[config.mk]
export PLATFORM = sky130hd
export DESIGN_NAME = dual_net_ctrl
export DESIGN_NICKNAME = d
export VERILOG_FILES = /design/src/rtl/dnc_pkg.sv /design/src/rtl/dnc_regbank.sv /design/src/rtl/dnc_sequencer.sv /design/src/rtl/dual_net_ctrl.sv
export SDC_FILE = /design/constraint.sdc
export NUM_CORES = 1
export LEC_CHECK = 0
export ABC_CLOCK_PERIOD_IN_PS = 2200
export BUFFER_PORTS_ARGS = -buffer_cell sky130_fd_sc_hd__clkbuf_2
export CAP_MARGIN = 20
export CELL_PAD_IN_SITES_DETAIL_PLACEMENT = 0
export CELL_PAD_IN_SITES_GLOBAL_PLACEMENT = 2
export CORE_MARGIN = 1.5
export CORE_UTILIZATION = 25
export DETAILED_ROUTE_END_ITERATION = 7
export PLACE_DENSITY = 0.68
export SLEW_MARGIN = 20
export SYNTH_ARGS = -nofsm -noshare
export SYNTH_HDL_FRONTEND = slang
export SYNTH_HIERARCHICAL = 1
export SYNTH_SLANG_ARGS = --single-unit
[constraint.sdc]
create_clock -name clk -period 2.2 [get_ports clk]
set_input_delay 0 -clock clk [delete_from_list [all_inputs] [get_ports clk]]
set_output_delay 0 -clock clk [all_outputs]
set_load 0.01 [all_outputs]
[src/rtl/dnc_pkg.sv]
package dnc_pkg;
    localparam int AW    = 3;
    localparam int DW    = 64;
    localparam int ID_W  = 16;
    localparam int SA_W  = 16;
    localparam int LA_W  = 64;
    localparam int CH_W  = 5;
    localparam int NSETS = 2;

    // identity word field positions
    localparam int F_NETID = 0;
    localparam int F_SHORT = 16;
    localparam int F_CHAN  = 32;
    localparam int F_COORD = 48;

    localparam logic [AW-1:0] A_CTRL   = 3'd0;
    localparam logic [AW-1:0] A_DWELL  = 3'd1;
    localparam logic [AW-1:0] A_SETS   = 3'd2;  // set s: long at A_SETS+2s, word at +1
    localparam logic [AW-1:0] A_STATUS = 3'd6;

    typedef struct packed {
        logic [LA_W-1:0] long_a;
        logic [ID_W-1:0] netid;
        logic [SA_W-1:0] short_a;
        logic [CH_W-1:0] chan;
        logic            coord;
    } ident_t;

    typedef struct packed {
        logic sel;
        logic timed;
        logic en;
    } ctrl_t;
endpackage

[src/rtl/dnc_regbank.sv]
module dnc_regbank
    import dnc_pkg::*;
#(
    parameter int TMR_W     = 16,
    parameter int DWELL_RST = 16
) (
    input  logic                    clk,
    input  logic                    rst,
    input  logic                    wr_en,
    input  logic [AW-1:0]           wr_addr,
    input  logic [DW-1:0]           wr_data,
    input  logic [AW-1:0]           rd_addr,
    output logic [DW-1:0]           rd_data,
    input  logic                    st_act,
    input  logic                    st_pending,
    output ctrl_t                   ctrl,
    output logic                    sel_next,
    output logic [TMR_W-1:0]        dwell,
    output ident_t [NSETS-1:0]      idents
);
    typedef struct packed {
        ctrl_t                  ctrl;
        logic [TMR_W-1:0]       dwell;
        ident_t [NSETS-1:0]     ids;
    } regs_t;

    regs_t r_d, r_q;

    always_comb begin
        r_d = r_q;
        if (wr_en) begin
            if (wr_addr == A_CTRL)  r_d.ctrl  = wr_data[2:0];
            if (wr_addr == A_DWELL) r_d.dwell = wr_data[TMR_W-1:0];
            for (int s = 0; s < NSETS; s++) begin
                if (wr_addr == A_SETS + AW'(2*s))
                    r_d.ids[s].long_a = wr_data[LA_W-1:0];
                if (wr_addr == A_SETS + AW'(2*s+1)) begin
                    r_d.ids[s].netid   = wr_data[F_NETID +: ID_W];
                    r_d.ids[s].short_a = wr_data[F_SHORT +: SA_W];
                    r_d.ids[s].chan    = wr_data[F_CHAN  +: CH_W];
                    r_d.ids[s].coord   = wr_data[F_COORD];
                end
            end
        end
    end

    always_ff @(posedge clk) begin
        if (rst) begin
            r_q       <= '0;
            r_q.dwell <= TMR_W'(DWELL_RST);
        end else begin
            r_q <= r_d;
        end
    end

    always_comb begin
        rd_data = '0;
        if (rd_addr == A_CTRL)   rd_data[2:0] = r_q.ctrl;
        if (rd_addr == A_DWELL)  rd_data[TMR_W-1:0] = r_q.dwell;
        if (rd_addr == A_STATUS) rd_data[3:0] = {r_q.ctrl.timed, st_pending, st_act, r_q.ctrl.en};
        for (int s = 0; s < NSETS; s++) begin
            if (rd_addr == A_SETS + AW'(2*s))
                rd_data = r_q.ids[s].long_a;
            if (rd_addr == A_SETS + AW'(2*s+1)) begin
                rd_data[F_NETID +: ID_W] = r_q.ids[s].netid;
                rd_data[F_SHORT +: SA_W] = r_q.ids[s].short_a;
                rd_data[F_CHAN  +: CH_W] = r_q.ids[s].chan;
                rd_data[F_COORD]         = r_q.ids[s].coord;
            end
        end
    end

    assign ctrl     = r_q.ctrl;
    assign dwell    = r_q.dwell;
    assign idents   = r_q.ids;
    assign sel_next = (wr_en && wr_addr == A_CTRL) ? wr_data[2] : r_q.ctrl.sel;

    AST_STATUS_RO: assert property (@(posedge clk) disable iff (rst)
        (wr_en && wr_addr >= A_STATUS) |=> (r_q == $past(r_q)));
endmodule

[src/rtl/dnc_sequencer.sv]
module dnc_sequencer #(
    parameter int TMR_W = 16
) (
    input  logic             clk,
    input  logic             rst,
    input  logic             en,
    input  logic             timed,
    input  logic             sel_next,
    input  logic [TMR_W-1:0] dwell,
    input  logic             busy,
    output logic             act,
    output logic             pulse,
    output logic             pending
);
    typedef struct packed {
        logic [TMR_W-1:0] cnt;
        logic             act;
        logic             pulse;
    } seq_t;

    seq_t s_d, s_q;
    logic due;

    assign due = en && timed && (s_q.cnt == '0);

    always_comb begin
        s_d = s_q;
        if (!en) begin
            s_d.act = 1'b0;
            s_d.cnt = dwell;
        end else if (!timed) begin
            s_d.act = sel_next;
            s_d.cnt = dwell;
        end else if (s_q.cnt == '0) begin
            if (!busy) begin
                s_d.act = ~s_q.act;
                s_d.cnt = dwell;
            end
        end else begin
            s_d.cnt = s_q.cnt - 1'b1;
        end
        s_d.pulse = (s_d.act != s_q.act);
    end

    always_ff @(posedge clk) begin
        if (rst) s_q <= '0;
        else     s_q <= s_d;
    end

    assign act     = s_q.act;
    assign pulse   = s_q.pulse;
    assign pending = due && busy;

    AST_DISABLED_SET0: assert property (@(posedge clk) disable iff (rst)
        !en |=> !act);
    AST_TIMED_TOGGLE: assert property (@(posedge clk) disable iff (rst)
        (due && !busy) |=> (act != $past(act)));
    AST_BUSY_HOLD: assert property (@(posedge clk) disable iff (rst)
        (due && busy) |=> (act == $past(act)));
    AST_SW_FOLLOW: assert property (@(posedge clk) disable iff (rst)
        (en && !timed) |=> (act == $past(sel_next)));
    AST_PULSE_EDGE: assert property (@(posedge clk) disable iff (rst)
        pulse == (act != $past(act)));
endmodule

[src/rtl/dual_net_ctrl.sv]
module dual_net_ctrl
    import dnc_pkg::*;
#(
    parameter int TMR_W     = 16,
    parameter int DWELL_RST = 16
) (
    input  logic            clk,
    input  logic            rst,
    input  logic            wr_en,
    input  logic [AW-1:0]   wr_addr,
    input  logic [DW-1:0]   wr_data,
    input  logic [AW-1:0]   rd_addr,
    output logic [DW-1:0]   rd_data,
    input  logic            radio_busy,
    output logic            act_set,
    output logic            switch_pulse,
    output logic [ID_W-1:0] act_netid,
    output logic [SA_W-1:0] act_short,
    output logic [LA_W-1:0] act_long,
    output logic [CH_W-1:0] act_chan,
    output logic            act_coord
);
    ctrl_t              ctrl;
    logic               sel_next;
    logic [TMR_W-1:0]   dwell;
    ident_t [NSETS-1:0] idents;
    logic               act, pending;
    ident_t             cur;

    dnc_regbank #(.TMR_W(TMR_W), .DWELL_RST(DWELL_RST)) u_regs (
        .clk(clk), .rst(rst), .wr_en(wr_en), .wr_addr(wr_addr), .wr_data(wr_data),
        .rd_addr(rd_addr), .rd_data(rd_data), .st_act(act), .st_pending(pending),
        .ctrl(ctrl), .sel_next(sel_next), .dwell(dwell), .idents(idents)
    );

    dnc_sequencer #(.TMR_W(TMR_W)) u_seq (
        .clk(clk), .rst(rst), .en(ctrl.en), .timed(ctrl.timed), .sel_next(sel_next),
        .dwell(dwell), .busy(radio_busy), .act(act), .pulse(switch_pulse), .pending(pending)
    );

    assign cur          = idents[act];
    assign act_set      = act;
    assign act_netid    = cur.netid;
    assign act_short    = cur.short_a;
    assign act_long     = cur.long_a;
    assign act_chan     = cur.chan;
    assign act_coord    = cur.coord;

    AST_CHAN_CHANGE: assert property (@(posedge clk) disable iff (rst)
        (act_chan != $past(act_chan)) |-> (switch_pulse || $past(wr_en)));
endmodule

==> impl_metrics.tcl, run 1 <==
set metrics [dict create \
    status "finished clean" \
    fmax_ghz 0.457 \
    nNetsFinal 1796 \
    grt_pass1_wl_mm 69.0 \
    gp_congestion 0.808 \
    drtIter0Drc 784 \
    ys_seq_elements 241 \
    hp-class "input pin to flop" \
    powerDensity_nw_per_um2 667 \
    combPwrFrac_pct 10.5 \
    final.setup.tns_ns 0 \
    setup_viol_count_final 0 \
    ir_worst_vdd_v 0.000502 \
    yosysTopAreaCell "dfxtp_1" \
    max_cap_viol_count 0 \
    p_int_mw 7.74 \
    firstDrtPassIters 5 \
    cts_tree "done" \
    grt_max_degree 82 \
    startpoint_type "flop" \
    rows 80 \
    fin_area_sq_um 15600 \
    crit_arrival_ns 2.19 \
    switching_share_pct 25.7 \
    yosys-top-cells-area "dfxtp_1 (40%), nand2_1 (14%), mux2_4 (9.9%)" \
    antenna_found_initial 2 \
    seqPwrFrac_pct 43.5 \
    end_kind "primary output" \
    grt_usage_pct 17.9 \
    dieWidth_microns 223 \
    syn-num-nets 1516 \
    synth_enable_flop_cells 0 \
    drv_slew 0 \
    crit_fanout 3 \
    htreeDepth 1 \
    slew_headroom_pct 50.2 \
    core_sq_um 47800 \
    avgSynthCellArea_sq_um 8.44 \
    critPathKind "flop to primary output" \
    cts_num_sinks 241 \
    routed_wl_mm 46.5 \
    numCtsBuffers 29 \
    finalCriticalPeriod_ns 2.19 \
    ant_nets 0 \
    post-route-drc-count 0 \
    place_hpwl_mm 29.8 \
    synth_cells 1440 \
    p_switching_mw 2.67 \
    fin_skew_ns 0.0107 \
    portBuffers 241 \
    synth_most_common_cell "nand2_1" \
    wire_per_inst_microns 19.8 \
    die_y_microns 223 \
    ioPinCount 242 \
    ys.flop_type "dfxtp_1" \
    finalHoldViolCount 0 \
    min_period_over_period_pct 99.4 \
    final_util_pct 32.7 \
    fill_cells 5109 \
    grt_setup_unrepaired "true" \
    synthArstFlopShare_pct 0 \
    vias 11200 \
    total_power_mw 10.4 \
    vias_per_cell 4.78 \
    yosys_warnings 6 \
    overflow 0 \
    clock_path_buffers 3 \
    drive_above_1_share_pct 28.5 \
    synth_common_cells "nand2_1 (446), dfxtp_1 (241), a21oi_1 (231)" \
    area_growth_pct 28.6 \
    die-area_sq_um 49900 \
    leakagePower_nw 6.20 \
    dpl-instance-area_sq_um 13900 \
    synth.distinct_cells 67 \
    root_buffer "clkbuf_16" \
    worst_slew_pin_slew_ns 0.741 \
    syn_area_sq_um 12200 \
    start_util_pct 25.4 \
    grt_pass1_vias 10900 \
    clk_pin_slew_ns 0.06 \
    power_frac_clock_pct 46.0 \
    yosysSeqAreaShare_pct 39.7 \
    yosys.area.top_type_share_pct 39.7 \
    required_ns 2.20 \
    clkLatencyLatePin_ns 0.56 \
]
[cell usage in the layout, fill, tap and decap left out, types with 3 or more instances in the layout]
cell type,instances
nand3b_1,3
clkbuf_1,3
a21o_1,15
xor2_1,4
mux2_4,80
clkinv_2,6
dfxtp_1,238
xnor2_1,6
a211oi_1,6
nand2_1,446
clkbuf_2,238
nor2_2,3
nor2_1,49
dlygate4sd3_1,70
nor2b_1,5
a21oi_1,231
inv_2,3
o22ai_1,21
mux2i_1,32
clkbuf_16,29
buf_4,48
buf_12,9
o21a_1,3
mux2_2,37
a22oi_1,17
a222oi_1,15
o21ai_0,7
nor4_1,3
nand2b_1,4
inv_1,4
clkbuf_8,10
nor3_1,5
a22o_1,27
nand3_1,3
and3_1,4
[sequential cells by signal, indices dropped and copies added, names as in the netlist]
signal         flops
u_seq/act          1
u_regs/ctrl        3
u_seq/pulse        1
u_regs/idents    204
u_seq/s_q         16
u_regs/dwell      16
[worst paths after layout]
| check | from | depth (start not counted) | endpoint | slack [ns] |
|---|---|---|---|---|
| setup / recovery | u_seq/s_q[3] | 9 | rd_data[2] | 0.01 |
| hold / removal | wr_addr[1] | 4 | u_regs/ctrl[0] | 0.04 |
| setup reg to reg | u_seq/s_q[3] | 10 | u_seq/s_q[9] | 0.14 |
| hold reg to reg | u_regs/idents[32] | 2 | u_regs/idents[32] | 0.46 |
[cell families after synthesis]
logic type,share of synthesized area (%)
compound gates,17.8
xor+xnor,0.721
fa+ha+maj,0.206
buf+inv,6.49
flops,39.7
mux,15.9
simple gates,19.1
[stage by stage]
stage	std cells	hold slack [ns]	setup WS, ns
finish	2355	0.0386	0.0140
global route	2355	0.0635	-0.136
CTS	2350	0.00532	-0.115
detailed placement	2226	0.244	0.214
global placement	2226	0.239	0.276
floorplan	1440	0.124	0.272
[critical path, stage by stage (launching register included)]
cell      delay [ns]
dfxtp_2         0.33
inv_2           0.05
ha_4            0.15
nor4b_4         0.13
nand4_2         0.15
nor2_2          0.05
o211ai_1        0.16
o221ai_1        0.13
a221o_1         0.33
buf_2           0.15
[per-layer routing]
metal | vias up | GRT usage, % | part of all wire, %
met3 | 43 | 3.57 | 5.5
li1 | 5517 | - | -
met4 | 0 | 3.68 | 1.8
met2 | 280 | 29.9 | 47
met5 | - | 0 | 0
met1 | 5409 | 23.8 | 46
[area by class of cell]
cell class | count | area (sq um) | area share [%]
Antenna cell | 2 | 5.00 | 0.0320
Tap cell | 615 | 769 | 4.92
Timing Repair Buffer | 367 | 2450 | 15.7
Inverter | 7 | 26.3 | 0.168
Clock inverter | 7 | 60.1 | 0.384
Multi-Input combinational cell | 1074 | 6610 | 42.3
Clock buffer | 42 | 875 | 5.60
Sequential cell | 241 | 4830 | 30.9
[what timing repair did]
item                                    CTS  global route
buffers inserted                          5             4
hold buffers                             70             0
resized for setup                         9             4
pin swaps                                 3             2
endpoints found under the setup margin    1             1
cloned                                    0             0
endpoints found under the hold margin   231             0
[power by group through the flow]
stage | Combinational [mW] | Sequential (mW) | Clock (mW)
2_1_floorplan | 0.581 | 4.60 | 0
3_3_place_gp | 0.980 | 4.63 | 0
3_5_place_dp | 0.984 | 4.63 | 0
4_1_cts | 1.10 | 4.53 | 4.96
5_1_grt | 1.19 | 4.54 | 5.11
6_report | 1.10 | 4.53 | 4.79
(Power assumes the default switching activity.)
==> run 2: changes to the inputs <==
Settings changed: ABC_CLOCK_PERIOD_IN_PS 2200 to 2100.
Clock period 2.2 ns to 2.1 ns, I/O delays scaled along.
==> run 2 against run 1 <==
The flow now finishes with violations (setup timing). Final cell count increased by 0.21%. Clock power increased by 6.9%. Cell area increased by 1.2%. Utilization increased by 0.39 points. Worst setup slack got worse by 0.098 ns. Clock skew increased by 0.0015 ns. Non-clock buffer count increased by 8. Flip-flop and latch count unchanged. Count of clock-buffer cells in the layout increased by 3. Critical path depth unchanged. Global-route usage increased by 0.22 points. Critical path type unchanged.
==> impl_metrics.tcl, run 2 (synthesized netlist as in run 1, its figures left out) <==
set metrics [dict create \
    grt_usage_pct 18.1 \
    clock_path_buffers 3 \
    grt_pass1_vias 11000 \
    min_period_over_period_pct 104 \
    routed_wl_mm 46.7 \
    grt_setup_unrepaired "true" \
    crit_fanout 2 \
    crit_arrival_ns 2.18 \
    final.setup.tns_ns -0.0843 \
    numCtsBuffers 30 \
    drive_above_1_share_pct 28.8 \
    ant_nets 0 \
    fin_area_sq_um 15800 \
    failed_checks "setup timing" \
    start_util_pct 25.4 \
    root_buffer "clkbuf_16" \
    area_growth_pct 30.1 \
    ir_worst_vdd_v 0.000453 \
    grt_pass1_wl_mm 69.9 \
    slew_headroom_pct 49.0 \
    worst_slew_pin_slew_ns 0.757 \
    rows 80 \
    final_common_cell "nand2_1" \
    dpl-instance-area_sq_um 14000 \
    final_util_pct 33.1 \
    antenna_found_initial 0 \
    clkLatencyLatePin_ns 0.57 \
    pre_cts_slack_ns 0.0967 \
    post-route-drc-count 0 \
    firstDrtPassIters 5 \
    portBuffers 241 \
    critPathKind "flop to primary output" \
    required_ns 2.10 \
    fin_skew_ns 0.0121 \
    vias_per_cell 4.85 \
    dieWidth_microns 223 \
    largest_reg_flops 204 \
    cts_num_sinks 241 \
    finalCriticalPeriod_ns 2.18 \
    end_kind "primary output" \
    hp-class "input pin to flop" \
    status "finished, violations left" \
    gp_congestion 0.794 \
    clk_pin_slew_ns 0.06 \
    cts_tree "done" \
    drv_slew 0 \
    wire_per_inst_microns 19.8 \
    die_y_microns 223 \
    vias 11400 \
    ioPinCount 242 \
    layout_common_cells "nand2_1 (446), clkbuf_2 (238), dfxtp_1 (238)" \
    nNetsFinal 1805 \
    drtIter0Drc 839 \
    leakagePower_nw 6.26 \
    finalHoldViolCount 0 \
    startpoint_type "flop" \
    die-area_sq_um 49900 \
    n_antenna_cell 0 \
    core_sq_um 47800 \
    grt_max_degree 62 \
    powerDensity_nw_per_um2 697 \
    htreeDepth 1 \
    setup_viol_count_final 1 \
    overflow 0 \
    place_hpwl_mm 30.2 \
    fmax_ghz 0.458 \
    final.setup.worst_slack_ns -0.0843 \
    max_cap_viol_count 0 \
]
run 2: changes by cell type in the layout (fill, tap and decap cells not counted), sizes merged:
cell         before  now
buf              59   68
dlygate4sd3      70   69
diode             2    0
clkinv            6    1
clkbuf          280  283
bufinv            1    2
run 2: worst paths after layout:
| check | slack, ns | to | from | cells after the start |
|---|---|---|---|---|
| max | -0.08 | rd_data[2] | u_seq/s_q[2] | 9 |
| max reg2reg | 0.01 | u_seq/s_q[3] | u_seq/s_q[2] | 11 |
| min reg2reg | 0.47 | u_regs/idents[119] | u_regs/idents[119] | 2 |
| min | 0.09 | u_regs/ctrl[0] | wr_en | 5 |
run 2: final cells by class:
class                           instances  area [sq um]
Multi-Input combinational cell       1074          6640
Fill cell                            5037         32000
Inverter                                7          26.3
Sequential cell                       241          4830
Tap cell                              615           769
Timing Repair Buffer                  375          2610
Clock inverter                          3          65.1
Clock buffer                           45           878
run 2: repair_timing:
item	in CTS	in global routing
endpoints found under the hold margin	231	0
endpoints found under the setup margin	89	10
buffers inserted	7	3
pin swaps	4	5
gates resized for setup	7	13
hold buffers	69	0
run 2: power by group:
| part | internal (mW) | total, mW | switching, mW |
|---|---|---|---|
| logic | 0.484 | 1.16 | 0.680 |
| registers | 4.67 | 4.75 | 0.0815 |
| clock network | 3.08 | 5.12 | 2.04 |
run 2: per-layer routing:
metal	wire length [microns]	vias up	share of wire [%]	global-route usage (%)
li1	-	5548	-	-
met1	21300	5513	46	24.2
met2	21600	324	46	29.7
met3	2890	56	6.2	3.96
met4	913	0	2.0	4.03
met5	0	-	0	0
run 2: critical path, stage by stage (launching register included):
cell and delay (ns):
dfxtp_2 0.34, inv_2 0.05, ha_4 0.14, nor4b_4 0.12, nand4_2 0.13, nor2_2 0.05
o211ai_1 0.17, o221ai_1 0.14, a221o_1 0.33, buf_2 0.15
run 2: stage by stage:
stage	hold slack (ns)	total power, mW	cells
6_report	0.0907	11.0	2360
5_1_grt	0.122	11.5	2360
2_1_floorplan	0.124	5.43	1440
4_1_cts	0.0517	11.2	2357
3_3_place_gp	0.241	5.88	2233
3_5_place_dp	0.241	5.89	2233
